--- src/rtl/dma_bd_pkg.sv ---
package dma_bd_pkg;
  localparam int BD_IDX_W = 6;
  localparam int BD_DEPTH = 1 << BD_IDX_W;

  typedef struct packed {
    logic [BD_IDX_W-1:0] nidx;
    logic                nbus;
    logic                cont;
    logic                tcode;
    logic                flush;
    logic                rd;
    logic [2:0]          tsz;
  } bd_attr_t;

  localparam int ATTR_W = $bits(bd_attr_t);

  function automatic logic tsz_reserved(input logic [2:0] code);
    return code > 3'd4;
  endfunction
endpackage

--- src/rtl/dma_bd_table.sv ---
module dma_bd_table #(
  parameter int DEPTH = 64,
  parameter int CNT_W = 16,
  parameter int AW    = 14,
  parameter int NLD   = 2,
  localparam int IW   = $clog2(DEPTH)
) (
  input  logic                      clk,
  input  logic                      rst_n,
  input  logic                      we,
  input  logic [IW-1:0]             widx,
  input  logic [CNT_W-1:0]          wcnt,
  input  logic [AW-1:0]             wattr,
  input  logic [IW-1:0]             cur_idx,
  output logic [AW-1:0]             cur_attr,
  input  logic [NLD-1:0][IW-1:0]    ld_idx,
  output logic [NLD-1:0][CNT_W-1:0] ld_cnt,
  output logic [NLD-1:0][2:0]       ld_tsz
);
  logic [CNT_W-1:0] cnt_q  [DEPTH];
  logic [AW-1:0]    attr_q [DEPTH];
  logic [DEPTH-1:0] wen;

  for (genvar g = 0; g < DEPTH; g++) begin : g_entry
    assign wen[g] = we && (widx == IW'(g));
    always_ff @(posedge clk or negedge rst_n) begin
      if (!rst_n) begin
        cnt_q[g]  <= '0;
        attr_q[g] <= '0;
      end else if (wen[g]) begin
        cnt_q[g]  <= wcnt;
        attr_q[g] <= wattr;
      end
    end
  end

  assign cur_attr = attr_q[cur_idx];

  for (genvar r = 0; r < NLD; r++) begin : g_ld
    logic [AW-1:0] a;
    assign a         = attr_q[ld_idx[r]];
    assign ld_cnt[r] = cnt_q[ld_idx[r]];
    assign ld_tsz[r] = a[2:0];
  end
endmodule

--- src/rtl/dma_bd_sizer.sv ---
module dma_bd_sizer #(
  parameter int CNT_W       = 16,
  parameter int BURST_BYTES = 32,
  parameter int BYTES_W     = 6
) (
  input  logic [2:0]         tsz,
  input  logic [CNT_W-1:0]   rem,
  output logic [BYTES_W-1:0] bytes
);
  logic [BYTES_W-1:0] cap;

  always_comb begin
    case (tsz)
      3'b001:  cap = BYTES_W'(1);
      3'b010:  cap = BYTES_W'(2);
      3'b011:  cap = BYTES_W'(4);
      3'b000:  cap = BYTES_W'(8);
      3'b100:  cap = BYTES_W'(BURST_BYTES);
      default: cap = '0;
    endcase
    if (rem < CNT_W'(cap)) bytes = rem[BYTES_W-1:0];
    else                   bytes = cap;
  end
endmodule

--- src/rtl/dma_bd_ctrl.sv ---
module dma_bd_ctrl
  import dma_bd_pkg::*;
#(
  parameter int CNT_W       = 16,
  parameter int BURST_BYTES = 32,
  parameter int BYTES_W     = 6
) (
  input  logic                clk,
  input  logic                rst_n,
  input  logic                start,
  input  logic [BD_IDX_W-1:0] start_idx,
  input  logic                start_bus,
  input  logic [CNT_W-1:0]    start_cnt,
  input  logic [2:0]          start_tsz,
  input  logic [CNT_W-1:0]    nxt_cnt,
  input  logic [2:0]          nxt_tsz,
  input  bd_attr_t            cur,
  input  logic [BYTES_W-1:0]  size_now,
  output logic [BD_IDX_W-1:0] idx_o,
  output logic [CNT_W-1:0]    rem_o,
  input  logic                req,
  output logic                txn_valid,
  input  logic                txn_ready,
  output logic                txn_rd,
  output logic [2:0]          txn_tc,
  output logic                txn_bus,
  output logic [BYTES_W-1:0]  txn_bytes,
  output logic [BD_IDX_W-1:0] txn_bd,
  output logic                fifo_flush,
  output logic                irq_flush,
  output logic                irq_done,
  output logic                active,
  output logic                err
);
  logic                active_q, active_d;
  logic [BD_IDX_W-1:0] idx_q, idx_d;
  logic                bus_q, bus_d;
  logic [CNT_W-1:0]    rem_q, rem_d, rem_left;
  logic                pend_q, pend_d;
  logic                vld_q, vld_d;
  logic [BYTES_W-1:0]  bytes_q, bytes_d;
  logic                rd_q, rd_d;
  logic [2:0]          tc_q, tc_d;
  logic                tbus_q, tbus_d;
  logic [BD_IDX_W-1:0] tbd_q, tbd_d;
  logic                flush_q, flush_d;
  logic                done_q, done_d;
  logic                err_q, err_d;
  logic                issue, accept;

  assign accept   = vld_q && txn_ready;
  assign issue    = active_q && !vld_q && (pend_q || req);
  assign rem_left = rem_q - CNT_W'(bytes_q);

  always_comb begin
    active_d = active_q;
    idx_d    = idx_q;
    bus_d    = bus_q;
    rem_d    = rem_q;
    pend_d   = pend_q;
    vld_d    = vld_q;
    bytes_d  = bytes_q;
    rd_d     = rd_q;
    tc_d     = tc_q;
    tbus_d   = tbus_q;
    tbd_d    = tbd_q;
    err_d    = err_q;
    flush_d  = 1'b0;
    done_d   = 1'b0;
    if (!active_q) begin
      pend_d = 1'b0;
      if (start) begin
        if (tsz_reserved(start_tsz)) begin
          err_d = 1'b1;
        end else begin
          active_d = 1'b1;
          idx_d    = start_idx;
          bus_d    = start_bus;
          rem_d    = start_cnt;
        end
      end
    end else begin
      if (issue) begin
        vld_d   = 1'b1;
        bytes_d = size_now;
        rd_d    = cur.rd;
        tc_d    = {2'b11, cur.tcode};
        tbus_d  = bus_q;
        tbd_d   = idx_q;
        pend_d  = 1'b0;
      end else if (req) begin
        pend_d = 1'b1;
      end
      if (accept) begin
        vld_d = 1'b0;
        rem_d = rem_left;
        if (rem_left == '0) begin
          flush_d = cur.flush;
          if (cur.cont) begin
            if (tsz_reserved(nxt_tsz)) begin
              err_d    = 1'b1;
              active_d = 1'b0;
              pend_d   = 1'b0;
            end else begin
              idx_d = cur.nidx;
              bus_d = cur.nbus;
              rem_d = nxt_cnt;
            end
          end else begin
            active_d = 1'b0;
            done_d   = 1'b1;
            pend_d   = 1'b0;
          end
        end
      end
    end
  end

  always_ff @(posedge clk or negedge rst_n) begin
    if (!rst_n) begin
      active_q <= 1'b0;
      idx_q    <= '0;
      bus_q    <= 1'b0;
      rem_q    <= '0;
      pend_q   <= 1'b0;
      vld_q    <= 1'b0;
      bytes_q  <= '0;
      rd_q     <= 1'b0;
      tc_q     <= 3'b110;
      tbus_q   <= 1'b0;
      tbd_q    <= '0;
      flush_q  <= 1'b0;
      done_q   <= 1'b0;
      err_q    <= 1'b0;
    end else begin
      active_q <= active_d;
      idx_q    <= idx_d;
      bus_q    <= bus_d;
      rem_q    <= rem_d;
      pend_q   <= pend_d;
      vld_q    <= vld_d;
      bytes_q  <= bytes_d;
      rd_q     <= rd_d;
      tc_q     <= tc_d;
      tbus_q   <= tbus_d;
      tbd_q    <= tbd_d;
      flush_q  <= flush_d;
      done_q   <= done_d;
      err_q    <= err_d;
    end
  end

  assign idx_o      = idx_q;
  assign rem_o      = rem_q;
  assign txn_valid  = vld_q;
  assign txn_rd     = rd_q;
  assign txn_tc     = tc_q;
  assign txn_bus    = tbus_q;
  assign txn_bytes  = bytes_q;
  assign txn_bd     = tbd_q;
  assign fifo_flush = flush_q;
  assign irq_flush  = flush_q;
  assign irq_done   = done_q;
  assign active     = active_q;
  assign err        = err_q;

  assert_idle_quiet_R2: assert property (@(posedge clk) disable iff (!rst_n)
    !active_q |-> !vld_q);
  assert_size_cap_R3: assert property (@(posedge clk) disable iff (!rst_n)
    vld_q |-> (bytes_q <= BYTES_W'(BURST_BYTES)) && (CNT_W'(bytes_q) <= rem_q));
  assert_hold_R5: assert property (@(posedge clk) disable iff (!rst_n)
    vld_q && !txn_ready |=> vld_q && $stable(bytes_q) && $stable(tbd_q) && $stable(tc_q));
  assert_done_stop_R8: assert property (@(posedge clk) disable iff (!rst_n)
    done_q |-> !active_q && !vld_q);
  assert_flush_after_accept_R9: assert property (@(posedge clk) disable iff (!rst_n)
    $rose(flush_q) |-> $past(accept));
  assert_err_sticky_R10: assert property (@(posedge clk) disable iff (!rst_n)
    err_q |=> err_q);
endmodule

--- src/rtl/dma_bd_seq.sv ---
module dma_bd_seq
  import dma_bd_pkg::*;
#(
  parameter int CNT_W       = 16,
  parameter int BURST_BYTES = 32,
  localparam int BYTES_W    = $clog2(BURST_BYTES) + 1
) (
  input  logic                clk,
  input  logic                rst_n,
  input  logic                cfg_we,
  input  logic [BD_IDX_W-1:0] cfg_idx,
  input  logic [CNT_W-1:0]    cfg_cnt,
  input  logic [ATTR_W-1:0]   cfg_attr,
  input  logic                start,
  input  logic [BD_IDX_W-1:0] start_idx,
  input  logic                start_bus,
  input  logic                req,
  output logic                txn_valid,
  input  logic                txn_ready,
  output logic                txn_rd,
  output logic [2:0]          txn_tc,
  output logic                txn_bus,
  output logic [BYTES_W-1:0]  txn_bytes,
  output logic [BD_IDX_W-1:0] txn_bd,
  output logic                fifo_flush,
  output logic                irq_flush,
  output logic                irq_done,
  output logic                active,
  output logic                err
);
  localparam int NLD = 2;

  logic [BD_IDX_W-1:0]          cur_idx;
  logic [ATTR_W-1:0]            cur_raw;
  bd_attr_t                     cur;
  logic [NLD-1:0][BD_IDX_W-1:0] ld_idx;
  logic [NLD-1:0][CNT_W-1:0]    ld_cnt;
  logic [NLD-1:0][2:0]          ld_tsz;
  logic [CNT_W-1:0]             rem;
  logic [BYTES_W-1:0]           size_now;

  assign cur       = bd_attr_t'(cur_raw);
  assign ld_idx[0] = start_idx;
  assign ld_idx[1] = cur.nidx;

  dma_bd_table #(
    .DEPTH(BD_DEPTH), .CNT_W(CNT_W), .AW(ATTR_W), .NLD(NLD)
  ) u_table (
    .clk(clk), .rst_n(rst_n),
    .we(cfg_we), .widx(cfg_idx), .wcnt(cfg_cnt), .wattr(cfg_attr),
    .cur_idx(cur_idx), .cur_attr(cur_raw),
    .ld_idx(ld_idx), .ld_cnt(ld_cnt), .ld_tsz(ld_tsz)
  );

  dma_bd_sizer #(
    .CNT_W(CNT_W), .BURST_BYTES(BURST_BYTES), .BYTES_W(BYTES_W)
  ) u_sizer (
    .tsz(cur.tsz), .rem(rem), .bytes(size_now)
  );

  dma_bd_ctrl #(
    .CNT_W(CNT_W), .BURST_BYTES(BURST_BYTES), .BYTES_W(BYTES_W)
  ) u_ctrl (
    .clk(clk), .rst_n(rst_n),
    .start(start), .start_idx(start_idx), .start_bus(start_bus),
    .start_cnt(ld_cnt[0]), .start_tsz(ld_tsz[0]),
    .nxt_cnt(ld_cnt[1]), .nxt_tsz(ld_tsz[1]),
    .cur(cur), .size_now(size_now),
    .idx_o(cur_idx), .rem_o(rem),
    .req(req), .txn_valid(txn_valid), .txn_ready(txn_ready),
    .txn_rd(txn_rd), .txn_tc(txn_tc), .txn_bus(txn_bus),
    .txn_bytes(txn_bytes), .txn_bd(txn_bd),
    .fifo_flush(fifo_flush), .irq_flush(irq_flush), .irq_done(irq_done),
    .active(active), .err(err)
  );
endmodule

--- config.mk ---
export PLATFORM = sky130hd
export DESIGN_NAME = dma_bd_seq
export DESIGN_NICKNAME = d
export VERILOG_FILES = /design/src/rtl/dma_bd_pkg.sv /design/src/rtl/dma_bd_table.sv /design/src/rtl/dma_bd_sizer.sv /design/src/rtl/dma_bd_ctrl.sv /design/src/rtl/dma_bd_seq.sv
export SDC_FILE = /design/constraint.sdc
export NUM_CORES = 2
export LEC_CHECK = 0
export BUFFER_PORTS_ARGS = -buffer_cell sky130_fd_sc_hd__clkbuf_2
export CORE_MARGIN = 2
export CORE_UTILIZATION = 34
export DETAILED_ROUTE_END_ITERATION = 6
export PLACE_DENSITY_LB_ADDON = 0.3
export SKIP_CTS_REPAIR_TIMING = 1
export SKIP_LAST_GASP = 1
export SYNTH_ARGS = -nofsm -noshare
export SYNTH_HDL_FRONTEND = slang
export SYNTH_SLANG_ARGS = --single-unit
--- constraint.sdc ---
create_clock -name clk -period 5.8 [get_ports clk]
set_input_delay 0.29 -clock clk [delete_from_list [all_inputs] [get_ports clk]]
set_output_delay 0.29 -clock clk [all_outputs]
set_load 0.05 [all_outputs]
---- Word-level counts from Yosys, hierarchy flattened ----
Index checks and enable logic that the tools add are counted.
word-level totals
  bits in registers ....................... 1,964
  input bits .............................. 49
  output and inout bits ................... 23
  word-level logic and storage cells ...... 373
cells by class
  add/sub/neg operators ................... 1
  magnitude comparators ................... 6
  eq/ne operators ......................... 73
  mux-type cells .......................... 68
  bitwise operators ....................... 3
  reductions and logical operators ........ 80
operators with widths
  kind                                                              count
  14-bit binary-select mux with 6-bit select                        3
  16-bit binary-select mux with 6-bit select                        2
  6-bit == test (second input constant)                             32
  16-bit two-way mux                                                11
  6-bit by 5-bit == test with 1-bit output (second input constant)  16
  1-bit logical AND                                                 67
  6-bit by 4-bit == test with 1-bit output (second input constant)  8
  6-bit two-way mux                                                 8
  1-bit two-way mux                                                 37
  6-bit one-hot mux with 5 select lines                             1
  14-bit two-way mux                                                2
  6-bit by 3-bit == test with 1-bit output (second input constant)  4
  7-bit >= comparator (second input constant)                       3
  6-bit NOT with 7-bit output                                       3
  16-bit logical NOT                                                1
  16-bit by 6-bit < comparator with 1-bit output                    1
  16-bit by 6-bit subtractor with 16-bit output                     1
  6-bit by 2-bit == test with 1-bit output (second input constant)  2
  3-bit two-way mux                                                 4
  6-bit AND reduction                                               2
  2-bit inequality test (second input constant)                     5
  3-bit by 2-bit == test with 1-bit output (second input constant)  2
  6-bit by 1-bit == test with 1-bit output (second input constant)  1
  3-bit > comparator (second input constant)                        2
  10 further kinds                                                  13

---- Logic depth before layout (Yosys ltp) ----
  depth in word-level cells ............... 14
  depth in mapped cells ................... 23
  mapped depth without buffers ............ 16

---- Modules after synthesis ----
A second synthesis with hierarchy kept.
second synthesis, totals
  cells, all modules ...................... 6,706
  area total of the unflattened synthesis .. 101,516.1 um2
by module, submodules not included
  module        instances  cells each  area each (um2)  seq. area each (um2)
  dma_bd_table  1          6,371       98,408.1         48,046.1
  dma_bd_ctrl   1          303         2,864.0          1,101.1
  dma_bd_sizer  1          32          244.0            0.0

---- Worst setup path before layout ----
OpenSTA, ideal clock, no wires.
  path kind ............................... reg-to-reg
  start point ............................. reg u_ctrl.idx_q[0] (netlist: u_ctrl.idx_o[0])
  end point ............................... reg u_ctrl.bytes_q[0] (netlist: u_ctrl.txn_bytes[0])
  setup time .............................. 0.137 ns
  arrival ................................. 4.655 ns
  path slack .............................. 1.008 ns
  stages on the path, launching flop included .. 20
  path buffers ............................ 8
  period minus slack after synthesis ...... 4.792 ns
  cell sequence ........................... dfrtp_1 -> buf_6 -> buf_8 -> buf_8 -> buf_8 -> buf_8 -> buf_6 -> buf_2 -> buf_2 -> mux4_2 -> a221oi_1 -> o22ai_1 -> a211o_1 -> or3_1 -> ha_1 -> a2111o_1 -> nor3_1 -> a21o_2 -> mux2i_1 -> a21oi_1
between the ends
  longest elaborated chain between the ends .. 8
  elaborated cells between the ends (all ways) .. 12
  those cells by class .................... 1 x order compare; 4 x eq/ne; 5 x mux; 1 x bitwise; 1 x reduce/logical
RTL lines
  item                                                      line                text
  start, declared                                           dma_bd_ctrl.sv:36   logic [BD_IDX_W-1:0] idx_q, idx_d;
  start signal, assigned                                    dma_bd_ctrl.sv:137  idx_q <= idx_d;
  6-bit NOT with 7-bit output (not written as such) *       dma_bd_table.sv:37  assign cur_attr = attr_q[cur_idx];
  14-bit binary-select mux with 6-bit select *              dma_bd_table.sv:37
  14-bit two-way mux (not written as such) * (2 in series)  dma_bd_table.sv:37
  3-bit == test, or another cell as far along               dma_bd_sizer.sv:13  case (tsz)
  6-bit one-hot mux with 5 select lines *                   dma_bd_sizer.sv:13
  16-bit by 6-bit < comparator with 1-bit output            dma_bd_sizer.sv:21  if (rem < CNT_W'(cap)) bytes = rem[BYTES_W-1:0];
  6-bit two-way mux *                                       dma_bd_sizer.sv:21
  end signal, assigned                                      dma_bd_ctrl.sv:142  bytes_q <= bytes_d;
  end, declared                                             dma_bd_ctrl.sv:41   logic [BYTES_W-1:0] bytes_q, bytes_d;
Mark *: on every way between the ends. The rest lies on a longest branch, timed or not. The select of a mux whose other input is x is not followed.
A chain may end at the register's enable or synchronous reset.

---- Worst setup path after layout ----
  start point ............................. reg u_ctrl.idx_q[2] (netlist: u_ctrl.idx_o[2])
  end point ............................... reg u_ctrl.rem_q[10] (netlist: u_ctrl.rem_o[10])
between the ends
  longest elaborated chain between the ends .. 14
  elaborated cells between the ends (all ways) .. 17
  those cells by class .................... 1 x order compare; 14 x mux; 2 x bitwise
RTL lines
  item                                                      line                                    text
  6-bit NOT with 7-bit output (not written as such) *       dma_bd_table.sv:37
  14-bit binary-select mux with 6-bit select *              dma_bd_table.sv:37
  14-bit two-way mux (not written as such) * (2 in series)  dma_bd_table.sv:37
  6-bit NOT with 7-bit output (not written as such)         dma_bd_table.sv:41, dma_bd_table.sv:42
  14-bit binary-select mux with 6-bit select                dma_bd_table.sv:41                      assign a = attr_q[ld_idx[r]];
  3-bit two-way mux (not written as such) (2 in series)     dma_bd_table.sv:41
  3-bit > comparator                                        dma_bd_pkg.sv:18                        return code > 3'd4;
  16-bit two-way mux                                        dma_bd_ctrl.sv:100                      if (tsz_reserved(nxt_tsz)) begin
  16-bit two-way mux *                                      dma_bd_ctrl.sv:99                       if (cur.cont) begin
  16-bit two-way mux *                                      dma_bd_ctrl.sv:97                       if (rem_left == '0) begin
  16-bit two-way mux *                                      dma_bd_ctrl.sv:94                       if (accept) begin
  16-bit two-way mux *                                      dma_bd_ctrl.sv:70                       if (!active_q) begin
  end signal, assigned                                      dma_bd_ctrl.sv:139                      rem_q <= rem_d;
  end, declared                                             dma_bd_ctrl.sv:38                       logic [CNT_W-1:0] rem_q, rem_d, rem_left;
Marks and branches as above.

==> results.py <==
metrics = {
    "synth": {
        "syn-cell-area_sq_um": 101000,
        "synth_edf_count": 0,
        "syn-mean-instance-area_sq_um": 12.56,
        "async_reset_ff_frac": 1.000,
        "ys_seq_area_frac": 0.4864,
        "synthCells": 8043,
        "ys_ff_latch": 1964,
        "synth-warning-count": 0,
        "synth_ff_type": "dfrtp_1",
        "netlist-cell-type-count": 89,
    },
    "sta": {
        "fmax_mhz": 173.3,
        "setup_viol": 0,
        "holdWs_ns": -0.02255,
        "rsz0062_at_grt": "no",
        "max_slew.worst_pin.slew_ns": 1.409,
        "finalCritPeriodShare": 0.9946,
        "final-hold-violation-count": 1,
        "skew_ns": 0.03406,
        "min_period_ns": 5.769,
        "tns_ns": 0,
        "slew_viol_final": 0,
        "maxSlewHeadroom": 0.05865,
    },
    "critical_path": {
        "path_cells": "nor2b_1 > buf_4 > a22oi_1 > nand3_1 > nand4_4 > o22a_4 > buf_12 > nor2_4 > buf_4 > nand3_1 > a31oi_1 > or4_1 > a31o_1",
        "r2r_cells": 13,
        "critical_path_class": "flop to flop",
        "critical-path-top-delay-family": "simple AND/OR/NAND/NOR gates",
        "critical_path.slowest_cell": "nor2_4",
        "cp_max_fo": 73,
        "r2r_start": "u_ctrl.idx_o[2]",
        "r2r_slack_ns": 0.03,
        "endpoint_kind": "flop",
        "cp.arrival_ns": 6.56,
        "crit_required_ns": 6.60,
        "r2r-end": "u_ctrl.rem_o[10]",
        "cpPeakStageDelay_ns": 1.00,
        "cp-start-kind": "flop",
        "crit_buf_inv": 3,
    },
    "drt": {
        "totalWireLength_um": 362700,
        "viasPerCell": 6.010,
        "wl_per_cell_um": 30.67,
        "ant_nets": 0,
        "drc": 4,
        "drt_iter0_drc": 8070,
        "via_count": 71073,
        "firstDrtPassIters": 7,
    },
    "floorplanning": {
        "start_util": 0.3410,
        "core_area_sq_um": 296300,
        "die-height_um": 549.1,
        "die_x_um": 549.1,
        "dieArea_sq_um": 301600,
        "io_pins": 72,
        "rows": 200,
    },
    "run_status": {
        "status": "complete, but fails checks",
        "violations": "DRC, hold timing",
    },
    "place": {
        "gp_congestion": 0.8996,
        "port_buffers": 69,
        "dpl.hpwl_um": 203500,
    },
    "final_layout": {
        "nets": 7771,
        "syn2layout_area_growth_pct": 11.71,
        "utilization": 0.3810,
        "fillers": 28138,
        "layout-drive-gt1-share": 0.4081,
    },
    "flow_run": {
        "maxCapViolations": 0,
    },
    "global_route": {
        "overflow": 0,
        "grt_max_degree": 182,
        "grt_pass1_wl_um": 522200,
        "grt_usage": 0.2374,
        "grt_pass1_vias": 71514,
        "antenna_found_initial": 23,
    },
    "pwr": {
        "peakVddDrop_uv": 287.6,
        "power_leakage_uw": 0.05005,
        "powerDensity_nw_per_um2": 352.5,
        "p_total_uw": 39780,
    },
    "clock_tree": {
        "cts-buffers-inserted": 210,
        "cts.root.buffer_cell": "clkbuf_16",
        "cts_num_sinks": 1964,
        "clk_pin_slew_ns": 0.06,
        "cts_max_path_buffers": 3,
        "htree_levels": 4,
        "clk_latency_ns": 0.88,
        "cts_tree": "done",
    },
    "min_path": {
        "min_path_type": "input pin to asynchronous set/reset pin",
    },
}
==> power by group <==
group / leakage (uW) / switching, uW / internal [uW]
Clock: 0.00348 / 5880 / 8030
Combinational: 0.0205 / 5050 / 3830
Sequential: 0.0261 / 1420 / 15600
==> final cells by class <==
class | count | area (sq um) | share of cell area
multi-input combinational | 5245 | 49080 | 0.4348
timing repair buffer | 271 | 2526 | 0.02238
clock buffer | 312 | 6305 | 0.05586
clock inverter | 71 | 792.0 | 0.007017
antenna | 5 | 12.51 | 0.0001108
inverter | 19 | 71.32 | 0.0006318
sequential | 1964 | 49160 | 0.4355
tap | 3939 | 4928 | 0.04366
==> cell families after synthesis <==
group / after synthesis / share of synthesized area
flops: 1964 / 0.4864
xor+xnor: 11 / 0.0009535
simple gates: 2067 / 0.08971
fa+ha+maj: 11 / 0.001436
buf+inv: 835 / 0.03376
compound gates: 557 / 0.03802
other cells: 1 / 0.00003711
mux: 2597 / 0.3497
==> synth_stat cells, types with 11 or more instances <==
| master | number | area, sq um |
|---|---|---|
| dfrtp_1 | 1964 | 49150 |
| mux2_2 | 1932 | 21760 |
| nand2_1 | 1102 | 4136 |
| nand3_1 | 651 | 3258 |
| mux4_2 | 553 | 12450 |
| clkbuf_1 | 520 | 1952 |
| buf_1 | 182 | 683.2 |
| nor2_1 | 129 | 484.2 |
| a21oi_1 | 115 | 575.6 |
| mux2i_1 | 111 | 1111 |
| buf_2 | 89 | 445.4 |
| a22oi_1 | 88 | 660.6 |
| o21ai_0 | 75 | 375.4 |
| a31oi_1 | 60 | 375.4 |
| and3_1 | 40 | 250.2 |
| nor3_1 | 35 | 175.2 |
| o22ai_1 | 32 | 200.2 |
| a211oi_1 | 22 | 165.2 |
| a32oi_1 | 21 | 183.9 |
| a22o_1 | 20 | 175.2 |
| a221oi_1 | 18 | 157.7 |
| nand4_1 | 17 | 106.4 |
| o211ai_1 | 17 | 127.6 |
| inv_1 | 16 | 60.06 |
| or2_2 | 14 | 87.58 |
| nor2b_1 | 12 | 75.07 |
| and2_1 | 11 | 68.82 |
| buf_6 | 11 | 123.9 |
| o221ai_1 | 11 | 96.34 |
==> metal layers <==
metal  GRT usage  wire, um
met3     0.04969     29670
met4      0.1220     20650
met1      0.3125    146200
met2      0.3694    166200
met5           0        22
==> registers in the layout, summed over array words and instances, names as in the netlist, 6 cells and up <==
register and count:
u_ctrl.txn_bytes 6, u_table.attr_q 896, u_table.cnt_q 1024, u_ctrl.rem_o 16
u_ctrl.idx_o 6, u_ctrl.txn_bd 6
==> worst reg2reg max path, cell delays in order, from the launching register on <==
cell	delay, ns
dfrtp_4	0.77
nor2b_1	0.63
buf_4	0.29
a22oi_1	0.10
nand3_1	0.13
nand4_4	0.27
o22a_4	0.45
buf_12	0.27
nor2_4	1.03
buf_4	0.50
nand3_1	0.13
a31oi_1	0.71
or4_1	0.26
a31o_1	0.15
==> how the worst max path moves through the flow <==
stage	slack [ns]	from	endpoint	depth (start not counted)
2_1_floorplan	1.01	u_ctrl.idx_o[0]	u_ctrl.txn_bytes[0]	19
3_3_place_gp	0.30	u_ctrl.idx_o[2]	u_ctrl.rem_o[10]	13
3_5_place_dp	0.31	u_ctrl.idx_o[2]	u_ctrl.rem_o[10]	13
4_1_cts	0.30	u_ctrl.idx_o[2]	u_ctrl.rem_o[10]	13
5_1_grt	0.01	u_ctrl.idx_o[2]	u_ctrl.rem_o[10]	13
6_report	0.03	u_ctrl.idx_o[2]	u_ctrl.rem_o[10]	13
==> metrics by stage <==
| step | instances | hold slack [ns] | setup WS, ns | cell area [sq um] |
|---|---|---|---|---|
| floorplan | 8044 | -0.005591 | 1.008 | 101000 |
| global placement | 11433 | 0.3407 | 0.2963 | 105700 |
| detailed placement | 11433 | 0.3363 | 0.3080 | 105700 |
| CTS | 11816 | -0.5877 | 0.2978 | 112800 |
| global route | 11823 | 0.06592 | 0.01388 | 112900 |
| finish | 11826 | -0.02255 | 0.03109 | 112900 |
==> placed cells by master, fill, tap and decap left out, types with 11 or more instances in the layout <==
| cell type | count |
|---|---|
| mux2_2 | 1932 |
| and3_1 | 40 |
| nand3_1 | 651 |
| a21oi_1 | 115 |
| a32oi_1 | 21 |
| a31oi_1 | 59 |
| clkinv_2 | 31 |
| buf_4 | 150 |
| o22ai_1 | 32 |
| buf_12 | 48 |
| a211oi_1 | 22 |
| nor2_1 | 101 |
| nor2_4 | 23 |
| clkbuf_8 | 56 |
| bufinv_16 | 12 |
| or2_2 | 14 |
| nand2_1 | 1058 |
| inv_1 | 16 |
| nand2_4 | 43 |
| a22o_1 | 20 |
| a22oi_1 | 88 |
| a221oi_1 | 18 |
| o211ai_1 | 17 |
| mux2i_1 | 111 |
| clkbuf_2 | 63 |
| o221ai_1 | 11 |
| clkbuf_1 | 41 |
| clkinvlp_4 | 13 |
| dfrtp_1 | 1960 |
| mux4_2 | 553 |
| o21ai_0 | 75 |
| nor3_1 | 34 |
| clkbuf_16 | 215 |
| nand4_1 | 17 |
(Power assumes the default switching activity.)
